`config.mk`:
```
export PLATFORM = sky130hd
export DESIGN_NAME = aio_bridge
export DESIGN_NICKNAME = d
export VERILOG_FILES = /design/src/rtl/aio_pkg.sv /design/src/rtl/aio_regs.sv /design/src/rtl/aio_conv.sv /design/src/rtl/aio_dac_sched.sv /design/src/rtl/aio_bridge.sv
export SDC_FILE = /design/constraint.sdc
export NUM_CORES = 1
export LEC_CHECK = 0
export BUFFER_PORTS_ARGS = -buffer_cell sky130_fd_sc_hd__buf_2
export CORE_MARGIN = 2
export CORE_UTILIZATION = 50
export CTS_CLUSTER_SIZE = 24
export DETAILED_ROUTE_END_ITERATION = 8
export GPL_TIMING_DRIVEN = 0
export HOLD_SLACK_MARGIN = 0.05
export PLACE_DENSITY = 0.68
export SYNTH_ARGS = -nofsm -noshare
export SYNTH_HDL_FRONTEND = slang
export SYNTH_SLANG_ARGS = --single-unit
```
`constraint.sdc`:
```
create_clock -name clk -period 9.4 [get_ports clk]
set_clock_uncertainty 0.05 [all_clocks]
set_input_delay 1.88 -clock clk [delete_from_list [all_inputs] [get_ports clk]]
set_output_delay 1.88 -clock clk [all_outputs]
set_load 0.01 [all_outputs]
```
`src/rtl/aio_pkg.sv`:
```
package aio_pkg;
  localparam int ADDR_W = 5;
  localparam int DATA_W = 16;
  localparam int SEL_W  = 4;
  localparam int DAC_W  = 14;
  localparam int NCH    = 8;
  localparam int CH_W   = $clog2(NCH);
  localparam int WORD_W = ADDR_W - 1;

  // word indices (byte address >> 1)
  localparam logic [WORD_W-1:0] W_ADC  = 4'h0;
  localparam logic [WORD_W-1:0] W_CONV = 4'h1;
  localparam logic [WORD_W-1:0] W_SEL  = 4'h2;
  localparam logic [WORD_W-1:0] W_OE   = 4'h3;
  localparam logic [WORD_W-1:0] W_STAT = 4'h4;
endpackage

```
`src/rtl/aio_regs.sv`:
```
module aio_regs
  import aio_pkg::*;
(
  input  logic              clk,
  input  logic              rst_n,
  input  logic [ADDR_W-1:0] addr,
  input  logic [DATA_W-1:0] wdata,
  input  logic              rd,
  input  logic              wr,
  input  logic [DATA_W-1:0] adc_data,
  input  logic [NCH-1:0]    busy,
  output logic [DATA_W-1:0] rdata,
  output logic              adc_rd_n,
  output logic [SEL_W-1:0]  sel,
  output logic              oe,
  output logic              conv_start,
  output logic              dac_req,
  output logic [CH_W-1:0]   dac_req_ch,
  output logic [DAC_W-1:0]  dac_req_data
);
  logic [WORD_W-1:0] word;
  logic              is_dac;
  logic [SEL_W-1:0]  sel_q, sel_d;
  logic              oe_q, oe_d;
  logic [DATA_W-1:0] rdata_q, rdata_d;
  logic              unused_bits;

  assign word        = addr[ADDR_W-1:1];
  assign is_dac      = word[WORD_W-1];
  assign unused_bits = ^{addr[0], wdata[DATA_W-1:DAC_W]};

  always_comb begin
    sel_d   = sel_q;
    oe_d    = oe_q;
    rdata_d = rdata_q;
    if (wr && word == W_SEL) sel_d = wdata[SEL_W-1:0];
    if (wr && word == W_OE)  oe_d  = wdata[0];
    if (rd) begin
      rdata_d = '0;
      if (word == W_ADC)  rdata_d = adc_data;
      if (word == W_SEL)  rdata_d = DATA_W'(sel_q);
      if (word == W_OE)   rdata_d = DATA_W'(oe_q);
      if (word == W_STAT) rdata_d = DATA_W'(busy);
    end
  end

  always_ff @(posedge clk or negedge rst_n) begin
    if (!rst_n) begin
      sel_q   <= '0;
      oe_q    <= 1'b0;
      rdata_q <= '0;
    end else begin
      sel_q <= sel_d;
      oe_q  <= oe_d;
      if (rd) rdata_q <= rdata_d;
    end
  end

  assign rdata        = rdata_q;
  assign sel          = sel_q;
  assign oe           = oe_q;
  assign adc_rd_n     = ~(rd && word == W_ADC);
  assign conv_start   = wr && word == W_CONV;
  assign dac_req      = wr && is_dac;
  assign dac_req_ch   = word[CH_W-1:0];
  assign dac_req_data = wdata[DAC_W-1:0];

  a_r3_sel_store: assert property (@(posedge clk) disable iff (!rst_n)
    (wr && addr[ADDR_W-1:1] == W_SEL) |=> sel == $past(wdata[SEL_W-1:0]));
  a_r4_oe_store: assert property (@(posedge clk) disable iff (!rst_n)
    (wr && addr[ADDR_W-1:1] == W_OE) |=> oe == $past(wdata[0]));
  a_r6_rd_hold: assert property (@(posedge clk) disable iff (!rst_n)
    !rd |=> $stable(rdata));
endmodule

```
`src/rtl/aio_conv.sv`:
```
module aio_conv #(
  parameter int CONV_CYCLES = 8
) (
  input  logic clk,
  input  logic rst_n,
  input  logic start,
  output logic conv_n
);
  localparam int CNT_W = $clog2(CONV_CYCLES + 1);
  logic [CNT_W-1:0] cnt_q, cnt_d;

  always_comb begin
    cnt_d = cnt_q;
    if (start)              cnt_d = CNT_W'(CONV_CYCLES);
    else if (cnt_q != '0)   cnt_d = cnt_q - 1'b1;
  end

  always_ff @(posedge clk or negedge rst_n) begin
    if (!rst_n) cnt_q <= '0;
    else        cnt_q <= cnt_d;
  end

  assign conv_n = (cnt_q == '0);

  a_r2_conv_starts: assert property (@(posedge clk) disable iff (!rst_n)
    start |=> !conv_n);
  generate
    if (CONV_CYCLES >= 2) begin : g_wide
      a_r2_conv_width: assert property (@(posedge clk) disable iff (!rst_n)
        $fell(conv_n) |=> !conv_n);
    end
  endgenerate
endmodule

```
`src/rtl/aio_dac_sched.sv`:
```
module aio_dac_sched
  import aio_pkg::*;
#(
  parameter int HOLD_CYCLES = 3875
) (
  input  logic             clk,
  input  logic             rst_n,
  input  logic             req,
  input  logic [CH_W-1:0]  req_ch,
  input  logic [DAC_W-1:0] req_data,
  output logic [NCH-1:0]   busy,
  output logic             wr_n,
  output logic [CH_W-1:0]  ch,
  output logic [DAC_W-1:0] data
);
  localparam int TMR_W = $clog2(HOLD_CYCLES + 1);

  logic [NCH-1:0]   pend_q;
  logic [NCH-1:0]   grant;
  logic [TMR_W-1:0] tmr_q  [NCH];
  logic [DAC_W-1:0] slot_q [NCH];
  logic [CH_W-1:0]  gidx;
  logic             gany;
  logic             wr_n_q;
  logic [CH_W-1:0]  ch_q;
  logic [DAC_W-1:0] dat_q;

  // lowest ready channel wins
  always_comb begin
    gidx = '0;
    gany = 1'b0;
    for (int k = NCH - 1; k >= 0; k--) begin
      if (pend_q[k] && tmr_q[k] == '0) begin
        gidx = CH_W'(k);
        gany = 1'b1;
      end
    end
    grant = NCH'(gany) << gidx;
  end

  for (genvar k = 0; k < NCH; k++) begin : g_ch
    logic             hit;
    logic             pend_d;
    logic [TMR_W-1:0] tmr_d;

    assign hit = req && req_ch == CH_W'(k);

    always_comb begin
      pend_d = (pend_q[k] && !grant[k]) || hit;
      tmr_d  = tmr_q[k];
      if (grant[k])            tmr_d = TMR_W'(HOLD_CYCLES - 1);
      else if (tmr_q[k] != '0) tmr_d = tmr_q[k] - 1'b1;
    end

    always_ff @(posedge clk or negedge rst_n) begin
      if (!rst_n) begin
        pend_q[k] <= 1'b0;
        tmr_q[k]  <= '0;
        slot_q[k] <= '0;
      end else begin
        pend_q[k] <= pend_d;
        tmr_q[k]  <= tmr_d;
        if (hit) slot_q[k] <= req_data;
      end
    end

    assign busy[k] = pend_q[k] || tmr_q[k] != '0;
  end

  always_ff @(posedge clk or negedge rst_n) begin
    if (!rst_n) begin
      wr_n_q <= 1'b1;
      ch_q   <= '0;
      dat_q  <= '0;
    end else begin
      wr_n_q <= ~gany;
      if (gany) begin
        ch_q  <= gidx;
        dat_q <= slot_q[gidx];
      end
    end
  end

  assign wr_n = wr_n_q;
  assign ch   = ch_q;
  assign data = dat_q;

  a_r5_from_pending: assert property (@(posedge clk) disable iff (!rst_n)
    !wr_n_q |-> $past(|pend_q));
  a_r7_hold_started: assert property (@(posedge clk) disable iff (!rst_n)
    !wr_n_q |-> busy[ch_q]);
  a_r7_one_grant: assert property (@(posedge clk) disable iff (!rst_n)
    $onehot0(grant));
endmodule

```
`src/rtl/aio_bridge.sv`:
```
module aio_bridge
  import aio_pkg::*;
#(
  parameter int CONV_CYCLES = 8,
  parameter int HOLD_CYCLES = 3875
) (
  input  logic              clk,
  input  logic              rst_n,
  input  logic [ADDR_W-1:0] bus_addr,
  input  logic [DATA_W-1:0] bus_wdata,
  input  logic              bus_rd,
  input  logic              bus_wr,
  output logic [DATA_W-1:0] bus_rdata,
  input  logic [DATA_W-1:0] adc_data,
  output logic              adc_conv_n,
  output logic              adc_rd_n,
  output logic [SEL_W-1:0]  adc_sel,
  output logic              dac_oe,
  output logic              dac_wr_n,
  output logic [CH_W-1:0]   dac_ch,
  output logic [DAC_W-1:0]  dac_data
);
  logic [1:0]       rst_sync_q;
  logic             rst_int_n;
  logic             conv_start;
  logic             dac_req;
  logic [CH_W-1:0]  dac_req_ch;
  logic [DAC_W-1:0] dac_req_data;
  logic [NCH-1:0]   busy;

  always_ff @(posedge clk or negedge rst_n) begin
    if (!rst_n) rst_sync_q <= 2'b00;
    else        rst_sync_q <= {rst_sync_q[0], 1'b1};
  end
  assign rst_int_n = rst_sync_q[1];

  aio_regs u_regs (
    .clk          (clk),
    .rst_n        (rst_int_n),
    .addr         (bus_addr),
    .wdata        (bus_wdata),
    .rd           (bus_rd),
    .wr           (bus_wr),
    .adc_data     (adc_data),
    .busy         (busy),
    .rdata        (bus_rdata),
    .adc_rd_n     (adc_rd_n),
    .sel          (adc_sel),
    .oe           (dac_oe),
    .conv_start   (conv_start),
    .dac_req      (dac_req),
    .dac_req_ch   (dac_req_ch),
    .dac_req_data (dac_req_data)
  );

  aio_conv #(.CONV_CYCLES(CONV_CYCLES)) u_conv (
    .clk    (clk),
    .rst_n  (rst_int_n),
    .start  (conv_start),
    .conv_n (adc_conv_n)
  );

  aio_dac_sched #(.HOLD_CYCLES(HOLD_CYCLES)) u_sched (
    .clk      (clk),
    .rst_n    (rst_int_n),
    .req      (dac_req),
    .req_ch   (dac_req_ch),
    .req_data (dac_req_data),
    .busy     (busy),
    .wr_n     (dac_wr_n),
    .ch       (dac_ch),
    .data     (dac_data)
  );

  a_r9_reset_quiet: assert property (@(posedge clk) disable iff (!rst_int_n)
    $rose(rst_int_n) |-> (adc_conv_n && dac_wr_n && !dac_oe));
endmodule

```
==> qor.csv <==
stage,metric,value,unit
pwr,power_leakage,0.006005,µW
timing,whs,299.6,ps
run,max_cap_violations,0,
die,io_pins,82,
timing,timing.final.hold_violations,0,
detailed_routing,drt_wl_total,26.89,mm
global_routing,grt_first_pass_wirelength,44.73,mm
placement,dpl.hpwl,18.50,mm
critical_path,cpPeakStageDelay,380,ps
cts,path_clk_slew,60,ps
global_routing,overflow,0,
critical_path,cp-end-kind,primary output,
critical_path,cp_data_required_time,7470,ps
layout,final_area,13860,µm²
critical_path,crit_chain,"buf_2, clkbuf_1, nor2_1, and3_1, clkbuf_1, inv_1, buf_2",
cts,post_cts_buffers,0,
synth,yosysUniqueCellTypes,60,
critical_path,ff2ff_path_depth,9,
detailed_routing,num_vias,8449,
synth,synth_area,12060,µm²
timing,rsz0062_at_grt,no,
global_routing,track_usage,21.60,%
hold_path,min_delay_path_depth,0,
synth,synth.top_cell.area_share,53.93,%
detailed_routing,wl_per_cell,17.59,µm
cts,clockBufferDepth,3,
critical_path,critPathArrivalTime,3290,ps
layout,drive_gt1_share,22.23,%
cts,clock_latency,540,ps
die,die_area,25390,µm²
global_routing,grt_pass1_vias,8543,
layout,antenna_cells,0,
critical_path,r2r-start,u_sched.tmr_q[84]$_DFFE_PN0P_,
timing,final.setup.tns,0,ps
detailed_routing,wl_met1,12.39,mm
die,fp.dieH,159.3,µm
die,rows,56,
placement,io_buffers,77,
cts,cts_tree,yes,
hold_path,worst_hold_path_type,flip-flop to flip-flop,
critical_path,path_max_fanout,10,
detailed_routing,dr_wl_met2,12.83,mm
cts,cts_max_level,1,
critical_path,setup.worst_path.start_class,input port,
timing,setup_viol,0,
detailed_routing,routed.top_layer,met5,
cts,cts_buffers,29,
global_routing,grt_max_degree,72,
timing,worst_pin_slew,1069,ps
synth,yosysSeqAreaShare,54.15,%
cts,cts_hold_buf,0,
global_routing,antenna_found_initial,1,
synth,synthArstFlopShare,100.0,%
placement,routabilityCongestion,0.8288,
pwr,power.density,197.8,nW/µm²
layout,multiInputGateArea,5195,µm²
layout,n_fill_cell,1988,
layout,fin_nets,1244,
cts,cts_resized,0,
synth,synth-edff-count,0,
detailed_routing,drc,0,
timing,min_period_over_period,55.58,%
critical_path,crit_type,input port to primary output,
cts,cts_root_buf,clkbuf_16,
layout,ff_latch_area,6536,µm²
timing,slew_headroom,27.72,%
detailed_routing,drt_iter0_drc,626,
critical_path,regToRegEndpoint,u_sched.data[5]$_DFFE_PN0N_,
layout,post-route-util,58.72,%
layout,area_growth,14.92,%
die,core_area,23610,µm²
synth,synth_cells,1077,
detailed_routing,final_antenna_net_count,0,
synth,synthTopCellsByArea,"dfrtp_1, mux2_2, xnor2_1",
hold_path,min_from,rst_sync_q[0]$_DFF_PN0_,
placement,place_area,12930,µm²
synth,yosys.cell_count.top_type,dfrtp_1,
synth,synthFlopType,dfrtp_1,
cts,cts.sinks,261,
timing,finalMaxSlewViolations,0,
synth,syn-mean-instance-area,11.20,µm²
timing,fmaxAchievable,191.4,MHz
synth,yosysWarnings,0,
critical_path,cp_slowest_cell,clkbuf_1,
die,floorplan.initialDensity,51.09,%
detailed_routing,wl_met3,979,µm
timing,layout_min_cycle_time,5224,ps
synth,synth_area_leader_cell,dfrtp_1,
die,die_x,159.3,µm
synth,syn_nets,1133,
hold_path,hold_path_end,rst_sync_q[1]$_DFF_PN0_,
critical_path,crit_start,bus_addr[2],
detailed_routing,drt-vias-per-instance,5.526,
synth,synth_common_cells,"dfrtp_1, mux2_2, nand2_1, nor2_1",
detailed_routing,drt_first_pass_iters,5,
pwr,irDropWorstVdd,0.1721,mV
critical_path,r2r_slack,5960,ps
outcome,outcome,finished clean,
synth,ys_ff_latch,261,
metrics by stage:
step | setup slack, ps | total power (µW) | instances
detailed placement | 4181 | 1671 | 1476
floorplan | 1539 | 1580 | 1077
global placement | -1534 | 1649 | 1473
finish | 4176 | 2742 | 1529
CTS | 4176 | 2771 | 1529
global route | 4014 | 2867 | 1529
sequential cells by signal (all words and copies together) (netlist names):
| signal | count |
|---|---|
| u_sched.data | 14 |
| u_sched.tmr_q | 96 |
| u_sched.slot_q | 112 |
| u_conv.cnt_q | 4 |
| u_regs.oe | 1 |
| u_sched.wr_n | 1 |
| u_sched.ch | 3 |
| rst_sync_q | 2 |
| u_sched.pend_q | 8 |
| u_regs.sel | 4 |
| u_regs.rdata | 16 |
worst max-delay path by stage:
stage	slack (ps)	cells past startpoint	to
CTS	4180	7	adc_rd_n
detailed placement	4180	7	adc_rd_n
global placement	-1530	0	u_sched.tmr_q[22]$_DFFE_PN0P_
finish	4180	7	adc_rd_n
floorplan	1540	0	u_conv.cnt_q[0]$_DFFE_PN0P_
global route	4010	7	adc_rd_n
cell type report:
cell class | count | area share (%)
Buffer | 36 | 1.101
Clock buffer | 43 | 6.119
Inverter | 49 | 1.327
Clock inverter | 10 | 0.5866
Timing Repair Buffer | 80 | 3.375
Tap cell | 319 | 2.879
Sequential cell | 261 | 47.14
Multi-Input combinational cell | 731 | 37.47
metal layers:
layer / global-route usage (%) / up-vias
met5: 0 / -
met4: 5.909 / 2
met3: 2.787 / 49
met2: 35.91 / 140
met1: 30.07 / 4227
li1: - / 4031
critical path, delay by kind of cell:
| family | cells | cell delay, ps |
|---|---|---|
| buf+inv | 5 | 940 |
| simple gates | 2 | 470 |
cell families after synthesis:
logic type	after synthesis	share of synthesized area (%)
simple gates	374	15.74
other cells	1	0.03108
compound gates	130	7.654
fa+ha+maj	15	1.556
xor+xnor	66	4.792
mux	145	13.29
flops	261	54.15
buf+inv	85	2.790
report_power, final:
group,internal (µW),switching [µW],total [µW]
registers,1280,101,1380
logic,155,115,269
clock network,648,445,1090
total,2080,660,2740
placed cells by master (no fill, tap or decap), types with 9 or more instances in the layout:
| cell | netlist | routed |
|---|---|---|
| a211oi_1 | 16 | 16 |
| a21o_1 | 9 | 9 |
| a21oi_1 | 16 | 16 |
| a221o_1 | 14 | 14 |
| a32oi_1 | 14 | 14 |
| and2_1 | 19 | 19 |
| buf_2 | 5 | 82 |
| clkbuf_1 | 27 | 34 |
| clkbuf_16 | 0 | 29 |
| dfrtp_1 | 260 | 259 |
| ha_1 | 15 | 15 |
| inv_1 | 49 | 49 |
| mux2_2 | 121 | 121 |
| mux2i_1 | 24 | 24 |
| nand2_1 | 106 | 106 |
| nand2b_1 | 10 | 10 |
| nand3_1 | 14 | 14 |
| nand4_1 | 18 | 18 |
| nor2_1 | 88 | 88 |
| nor2b_1 | 9 | 9 |
| nor3_1 | 39 | 39 |
| nor4_1 | 16 | 16 |
| o211ai_1 | 16 | 16 |
| o21ai_0 | 29 | 29 |
| or4_1 | 10 | 10 |
| xnor2_1 | 49 | 49 |
| xor2_1 | 17 | 17 |
(Power assumes the default switching activity.)
